--- src/rtl/ddr_cmd2t_pkg.sv ---
package ddr_cmd2t_pkg;

  typedef enum logic [2:0] {
    OP_NOP = 3'd0,
    OP_ACT = 3'd1,
    OP_RD  = 3'd2,
    OP_WR  = 3'd3,
    OP_PRE = 3'd4
  } op_e;

  // {ras_n, cas_n, we_n} for an operation code; unknown codes map to no-op
  function automatic logic [2:0] op_lines(input logic [2:0] op);
    case (op)
      OP_ACT:  return 3'b011;
      OP_RD:   return 3'b101;
      OP_WR:   return 3'b100;
      OP_PRE:  return 3'b010;
      default: return 3'b111;
    endcase
  endfunction

  function automatic logic is_column(input logic [2:0] op);
    return (op == OP_RD) || (op == OP_WR);
  endfunction

endpackage

--- src/rtl/ddr_cmd2t_slot.sv ---
// Slot phase and clock-enable delay counter
module ddr_cmd2t_slot #(
  parameter int INIT_CYC = 8
) (
  input  logic clk,
  input  logic rst,
  output logic tail_q,     // bus is in the second cycle of a slot
  output logic init_done
);
  localparam int CW = $clog2(INIT_CYC + 1);

  logic [CW-1:0] cnt_q;

  always_ff @(posedge clk) begin
    if (rst) begin
      tail_q <= 1'b1;
      cnt_q  <= '0;
    end else begin
      tail_q <= ~tail_q;
      if (cnt_q != CW'(INIT_CYC)) cnt_q <= cnt_q + 1'b1;
    end
  end

  assign init_done = (cnt_q == CW'(INIT_CYC));

endmodule

--- src/rtl/ddr_cmd2t_burst.sv ---
// Run generator for consecutive column commands
module ddr_cmd2t_burst #(
  parameter int BA_W     = 3,
  parameter int ADDR_W   = 14,
  parameter int LEN_W    = 4,
  parameter int STRIDE_W = 4
) (
  input  logic              clk,
  input  logic              rst,
  input  logic              start,
  input  logic              advance,
  input  logic [2:0]        op_in,
  input  logic [BA_W-1:0]   ba_in,
  input  logic [ADDR_W-1:0] addr_in,
  input  logic [LEN_W-1:0]  len_in,
  input  logic [STRIDE_W-1:0] stride_in,
  input  logic              odt_in,
  output logic              busy,
  output logic [2:0]        op_out,
  output logic [BA_W-1:0]   ba_out,
  output logic [ADDR_W-1:0] addr_out,
  output logic              odt_out
);
  logic [LEN_W-1:0]    rem_q;
  logic [ADDR_W-1:0]   stride_q;

  always_ff @(posedge clk) begin
    if (rst) begin
      busy     <= 1'b0;
      rem_q    <= '0;
      stride_q <= '0;
      op_out   <= '0;
      ba_out   <= '0;
      addr_out <= '0;
      odt_out  <= 1'b0;
    end else if (start) begin
      busy     <= 1'b1;
      rem_q    <= len_in - 1'b1;
      stride_q <= ADDR_W'(stride_in);
      op_out   <= op_in;
      ba_out   <= ba_in;
      addr_out <= addr_in + ADDR_W'(stride_in);
      odt_out  <= odt_in;
    end else if (advance && busy) begin
      addr_out <= addr_out + stride_q;
      rem_q    <= rem_q - 1'b1;
      if (rem_q == LEN_W'(1)) busy <= 1'b0;
    end
  end

endmodule

--- src/rtl/ddr_cmd2t_pins.sv ---
// Registered command pins: lines load at slot start, strobes at mid-slot
module ddr_cmd2t_pins #(
  parameter int BA_W   = 3,
  parameter int ADDR_W = 14
) (
  input  logic              clk,
  input  logic              rst,
  input  logic              load,
  input  logic              live,
  input  logic [2:0]        lines,
  input  logic [BA_W-1:0]   ba_in,
  input  logic [ADDR_W-1:0] addr_in,
  input  logic              odt_in,
  input  logic              cke_ok,
  output logic              ras_n,
  output logic              cas_n,
  output logic              we_n,
  output logic              cs_n,
  output logic              cke,
  output logic              odt,
  output logic [BA_W-1:0]   ba,
  output logic [ADDR_W-1:0] addr
);
  logic live_q, odt_q;

  always_ff @(posedge clk) begin
    if (rst) begin
      {ras_n, cas_n, we_n} <= 3'b111;
      cs_n   <= 1'b1;
      cke    <= 1'b0;
      odt    <= 1'b0;
      ba     <= '0;
      addr   <= '0;
      live_q <= 1'b0;
      odt_q  <= 1'b0;
    end else if (load) begin
      {ras_n, cas_n, we_n} <= lines;
      ba     <= ba_in;
      addr   <= addr_in;
      live_q <= live;
      odt_q  <= odt_in;
      cs_n   <= 1'b1;
    end else begin
      cs_n <= ~live_q;
      odt  <= odt_q;
      cke  <= cke_ok;
    end
  end

endmodule

--- src/rtl/ddr_cmd2t_seq.sv ---
module ddr_cmd2t_seq
  import ddr_cmd2t_pkg::*;
#(
  parameter int BA_W     = 3,
  parameter int ADDR_W   = 14,
  parameter int LEN_W    = 4,
  parameter int STRIDE_W = 4,
  parameter int INIT_CYC = 8
) (
  input  logic                clk,
  input  logic                rst,
  input  logic                req_valid,
  output logic                req_ready,
  input  logic [2:0]          req_op,
  input  logic [BA_W-1:0]     req_bank,
  input  logic [ADDR_W-1:0]   req_addr,
  input  logic [LEN_W-1:0]    req_len,
  input  logic [STRIDE_W-1:0] req_stride,
  input  logic                req_odt,
  output logic                ca_ras_n,
  output logic                ca_cas_n,
  output logic                ca_we_n,
  output logic                ca_cs_n,
  output logic                ca_cke,
  output logic                ca_odt,
  output logic [BA_W-1:0]     ca_ba,
  output logic [ADDR_W-1:0]   ca_addr
);
  logic              tail_q, init_done, accept, run_start, busy;
  logic [2:0]        b_op;
  logic [BA_W-1:0]   b_ba;
  logic [ADDR_W-1:0] b_addr;
  logic              b_odt;

  logic              s_live, s_odt;
  logic [2:0]        s_lines;
  logic [BA_W-1:0]   s_ba;
  logic [ADDR_W-1:0] s_addr;

  ddr_cmd2t_slot #(.INIT_CYC(INIT_CYC)) slot_i (
    .clk(clk), .rst(rst), .tail_q(tail_q), .init_done(init_done)
  );

  assign req_ready = tail_q & ca_cke & ~busy;
  assign accept    = req_valid & req_ready;
  assign run_start = accept & is_column(req_op) & (req_len > LEN_W'(1));

  ddr_cmd2t_burst #(
    .BA_W(BA_W), .ADDR_W(ADDR_W), .LEN_W(LEN_W), .STRIDE_W(STRIDE_W)
  ) burst_i (
    .clk(clk), .rst(rst), .start(run_start), .advance(tail_q),
    .op_in(req_op), .ba_in(req_bank), .addr_in(req_addr), .len_in(req_len),
    .stride_in(req_stride), .odt_in(req_odt),
    .busy(busy), .op_out(b_op), .ba_out(b_ba), .addr_out(b_addr), .odt_out(b_odt)
  );

  always_comb begin
    if (busy) begin
      s_live = 1'b1; s_lines = op_lines(b_op);
      s_ba = b_ba;   s_addr = b_addr; s_odt = b_odt;
    end else if (accept) begin
      s_live = 1'b1; s_lines = op_lines(req_op);
      s_ba = req_bank; s_addr = req_addr; s_odt = req_odt;
    end else begin
      s_live = 1'b0; s_lines = 3'b111;
      s_ba = '0;     s_addr = '0;     s_odt = 1'b0;
    end
  end

  ddr_cmd2t_pins #(.BA_W(BA_W), .ADDR_W(ADDR_W)) pins_i (
    .clk(clk), .rst(rst), .load(tail_q), .live(s_live), .lines(s_lines),
    .ba_in(s_ba), .addr_in(s_addr), .odt_in(s_odt), .cke_ok(init_done),
    .ras_n(ca_ras_n), .cas_n(ca_cas_n), .we_n(ca_we_n), .cs_n(ca_cs_n),
    .cke(ca_cke), .odt(ca_odt), .ba(ca_ba), .addr(ca_addr)
  );

endmodule

--- config.mk ---
export PLATFORM = sky130hd
export DESIGN_NAME = ddr_cmd2t_seq
export DESIGN_NICKNAME = d
export VERILOG_FILES = /design/src/rtl/ddr_cmd2t_pkg.sv /design/src/rtl/ddr_cmd2t_slot.sv /design/src/rtl/ddr_cmd2t_burst.sv /design/src/rtl/ddr_cmd2t_pins.sv /design/src/rtl/ddr_cmd2t_seq.sv
export SDC_FILE = /design/constraint.sdc
export NUM_CORES = 1
export LEC_CHECK = 0
export BUFFER_PORTS_ARGS = -buffer_cell sky130_fd_sc_hd__buf_2
export CAP_MARGIN = 0
export CORE_MARGIN = 2
export CORE_UTILIZATION = 43
export CTS_CLUSTER_DIAMETER = 80
export DETAILED_ROUTE_END_ITERATION = 10
export PLACE_DENSITY = 0.74
export SYNTH_ARGS = -nofsm -noshare
export SYNTH_HDL_FRONTEND = slang
export SYNTH_SLANG_ARGS = --single-unit
--- constraint.sdc ---
create_clock -name clk -period 2.9 [get_ports clk]
set_input_delay 0.145 -clock clk [delete_from_list [all_inputs] [get_ports clk]]
set_output_delay 0.145 -clock clk [all_outputs]
set_load 0.02 [all_outputs]
==> impl_metrics.tcl <==
set metrics [dict create \
    status "finished clean" \
    cts-resized-gates 0 \
    vias 2760 \
    r2r-start "pins_i.cke$_SDFFE_PP0N_" \
    relSlewSlack 0.416 \
    p_int_uw 1200 \
    fin_crit_sh 0.707 \
    cts-hold-fix-buffers 0 \
    grt_remaining_overflow 0 \
    syn_inst 347 \
    synth_edf_count 0 \
    worstSetupStartpoint "pins_i.cke$_SDFFE_PP0N_" \
    fin_crit_ns 2.05 \
    dp.cells 489 \
    crit_path_end "burst_i.addr_out[12]$_SDFFE_PP0P_" \
    synth_top_area_share 0.399 \
    dp_hpwl_um 5410 \
    ys_ff_latch 60 \
    final_cell_count_no_fill 505 \
    register_area_um2 1200 \
    multiInputGateArea_um2 1680 \
    maxSlewViolCount 0 \
    p_sw_uw 450 \
    tightest_slew_ns 0.873 \
    ioPinCount 56 \
    area_growth_pct 18.7 \
    synth_warnings 0 \
    fp.dieH_um 87.7 \
    grt_pass1_vias 2662 \
    routed_wl_um 7580 \
    clk_pin_slew_ns 0.08 \
    skew_ns 0.0134 \
    cts_max_path_buffers 2 \
    pwr-share-comb 0.083 \
    rsz0062_at_grt "no" \
    ant_nets 0 \
    syn_nets 395 \
    cap_violations 0 \
    p_leak_uw 0.00149 \
    critPathLaunchType "flop" \
    clockRootBuffer "clkbuf_8" \
    worst_r2r_path_depth 6 \
    clock.fmax_ghz 0.488 \
    clk_latency_ns 0.35 \
    avgSynthCellArea_um2 8.68 \
    first_pass_iters 5 \
    diodes 0 \
    async_flop_share 0 \
    finalSetupViolCount 0 \
    wl_per_cell_um 15.0 \
    crit_type "flop to flop" \
    fillers 650 \
    synthFlopType "dfxtp_1" \
    cts-htree-levels 3 \
    clock_power_share 0.409 \
    final_nets 452 \
    viasPerCell 5.47 \
    grt_usage 0.209 \
    cp.required_ns 3.16 \
    drive_above_1_share 0.205 \
    r2r_end "burst_i.addr_out[12]$_SDFFE_PP0P_" \
    fin_tns_setup_ns 0 \
    crit_fanout 16 \
    hold_violations 0 \
    synth.largest_area_cell "dfxtp_1" \
    drt_iter0_drc 229 \
    cts_buffers 9 \
    post_cts_buffers 0 \
    r2r_slack_ns 0.85 \
    drcViolationCount 0 \
    core_um2 6790 \
    netlist_top_cells_area "dfxtp_1, ha_1, a21oi_1" \
    hp-class "input port to flop" \
    grt_max_degree 34 \
    swShare 0.273 \
    place.gp.congestion 0.852 \
    power.share.sequential 0.508 \
    die_x_um 87.7 \
    hold-worst-slack_ns 0.0468 \
    die_area_um2 7690 \
    initial_core_util 0.443 \
    crit_arrival_ns 2.31 \
    peakVddDrop_mv 0.253 \
    io_buffer_count 55 \
    grt_pass1_wl_um 12500 \
    yosysSeqAreaShare 0.399 \
    p_per_area_nw_per_um2 461 \
    synthDistinctLibCells 49 \
    antenna_found_initial 0 \
    cts_tree "built" \
    worst_setup_path_end_kind "flop" \
    cts.sinks 60 \
    rows 30 \
    synth_area_um2 3010 \
]
final cells by class:
cell class,instances,area share
clock buffer,9,0.0347
clock inverter,7,0.0147
inverter,19,0.0200
multi-input combinational,252,0.469
sequential,60,0.336
tap,96,0.0336
timing repair buffer,62,0.0917
sequential cells by signal, indices dropped and copies added, names as in the netlist:
signal	cells
burst_i.ba_out	3
pins_i.live_q	1
pins_i.ba	3
pins_i.odt_q	1
pins_i.cs_n	1
pins_i.cas_n	1
burst_i.busy	1
burst_i.rem_q	4
slot_i.tail_q	1
burst_i.odt_out	1
pins_i.addr	14
pins_i.ras_n	1
pins_i.cke	1
burst_i.addr_out	14
pins_i.we_n	1
burst_i.stride_q	4
burst_i.op_out	3
slot_i.cnt_q	4
pins_i.odt	1
layout by cell type (no fill, tap or decap), types with 3 or more instances in the layout:
| master | instances |
|---|---|
| nor2_1 | 36 |
| inv_1 | 18 |
| xnor2_1 | 11 |
| a211o_1 | 3 |
| a22oi_1 | 3 |
| and4_1 | 5 |
| o21ai_0 | 7 |
| xor2_1 | 14 |
| buf_2 | 55 |
| nor3_1 | 7 |
| a211oi_1 | 10 |
| nand2_1 | 35 |
| nor3b_1 | 6 |
| buf_4 | 7 |
| a221oi_1 | 6 |
| o22ai_1 | 6 |
| ha_1 | 14 |
| a21oi_1 | 28 |
| clkbuf_8 | 9 |
| a222oi_1 | 12 |
| and3_1 | 8 |
| clkinv_4 | 3 |
| dfxtp_1 | 60 |
| nand3_1 | 10 |
| nand2b_1 | 4 |
power groups by stage:
stage / registers (uW) / logic, uW / clock network, uW
3_3_place_gp: 856 / 133 / 0
4_1_cts: 837 / 138 / 690
5_1_grt: 838 / 153 / 732
6_report: 837 / 138 / 674
2_1_floorplan: 858 / 75.9 / 0
3_5_place_dp: 856 / 137 / 0
stage by stage:
stage               worst slack (ns)  total power, uW  utilization  instance area [um^2]
detailed placement             0.922              993        0.500                  3400
floorplan                       1.21              934            -                  3010
global route                   0.656             1720        0.526                  3570
finish                         0.850             1650        0.526                  3570
CTS                            0.864             1660        0.526                  3570
global placement               0.952              989        0.500                  3400
routing by layer:
layer | up-vias | global-route usage | part of all wire
met1 | 1292 | 0.269 | 0.45
met4 | 0 | 0.0979 | 0.019
met5 | - | 0 | 0
li1 | 1378 | - | -
met3 | 12 | 0.0292 | 0.047
met2 | 78 | 0.344 | 0.48
cells in the mapped netlist (2+ instances only):
cell type and number:
dfxtp_1 60, nor2_1 36, nand2_1 35, a21oi_1 28, inv_1 18, ha_1 14, xor2_1 14, a222oi_1 12
xnor2_1 11, a211oi_1 10, nand3_1 10, and3_1 8, clkbuf_1 7, nor3_1 7, o21ai_0 7, a221oi_1 6
nor3b_1 6, o22ai_1 6, and4_1 5, buf_2 5, nand2b_1 4, a211o_1 3, a22oi_1 3, buf_1 3
a2111oi_0 2, and2_1 2, fa_1 2, nand4_1 2
how the worst min path moves through the flow:
stage / from / endpoint / slack, ns / depth (start not counted)
finish: req_bank[0] / pins_i.ba[0]$_SDFFE_PP0P_ / 0.05 / 3
global route: req_bank[0] / burst_i.ba_out[0]$_SDFFE_PP0P_ / 0.05 / 3
CTS: req_bank[0] / pins_i.ba[0]$_SDFFE_PP0P_ / 0.03 / 3
detailed placement: pins_i.live_q$_SDFFE_PP0P_ / pins_i.cs_n$_SDFF_PP1_ / 0.39 / 1
global placement: pins_i.live_q$_SDFFE_PP0P_ / pins_i.cs_n$_SDFF_PP1_ / 0.38 / 1
floorplan: rst / slot_i.tail_q$_SDFF_PP1_ / 0.27 / 1
worst max-delay path, cell delays in order (launching register included):
cell and delay (ns):
dfxtp_1 0.41, and4b_1 0.54, o311a_1 0.29, buf_4 0.22
nor2_1 0.05, mux2_2 0.25, a211oi_1 0.19
kinds of logic (layout without fill, tap and decap cells):
kind of cell	after synthesis	count (layout)	synth area share
buffers and inverters	35	97	0.0469
multiplexers	2	2	0.00706
AO/OA/AOI/OAI	88	88	0.208
XOR/XNOR	25	25	0.0727
flip-flops	60	60	0.399
AND/OR/NAND/NOR	121	121	0.195
adder cells (fa/ha/maj)	16	16	0.0715
(Power assumes the default switching activity.)
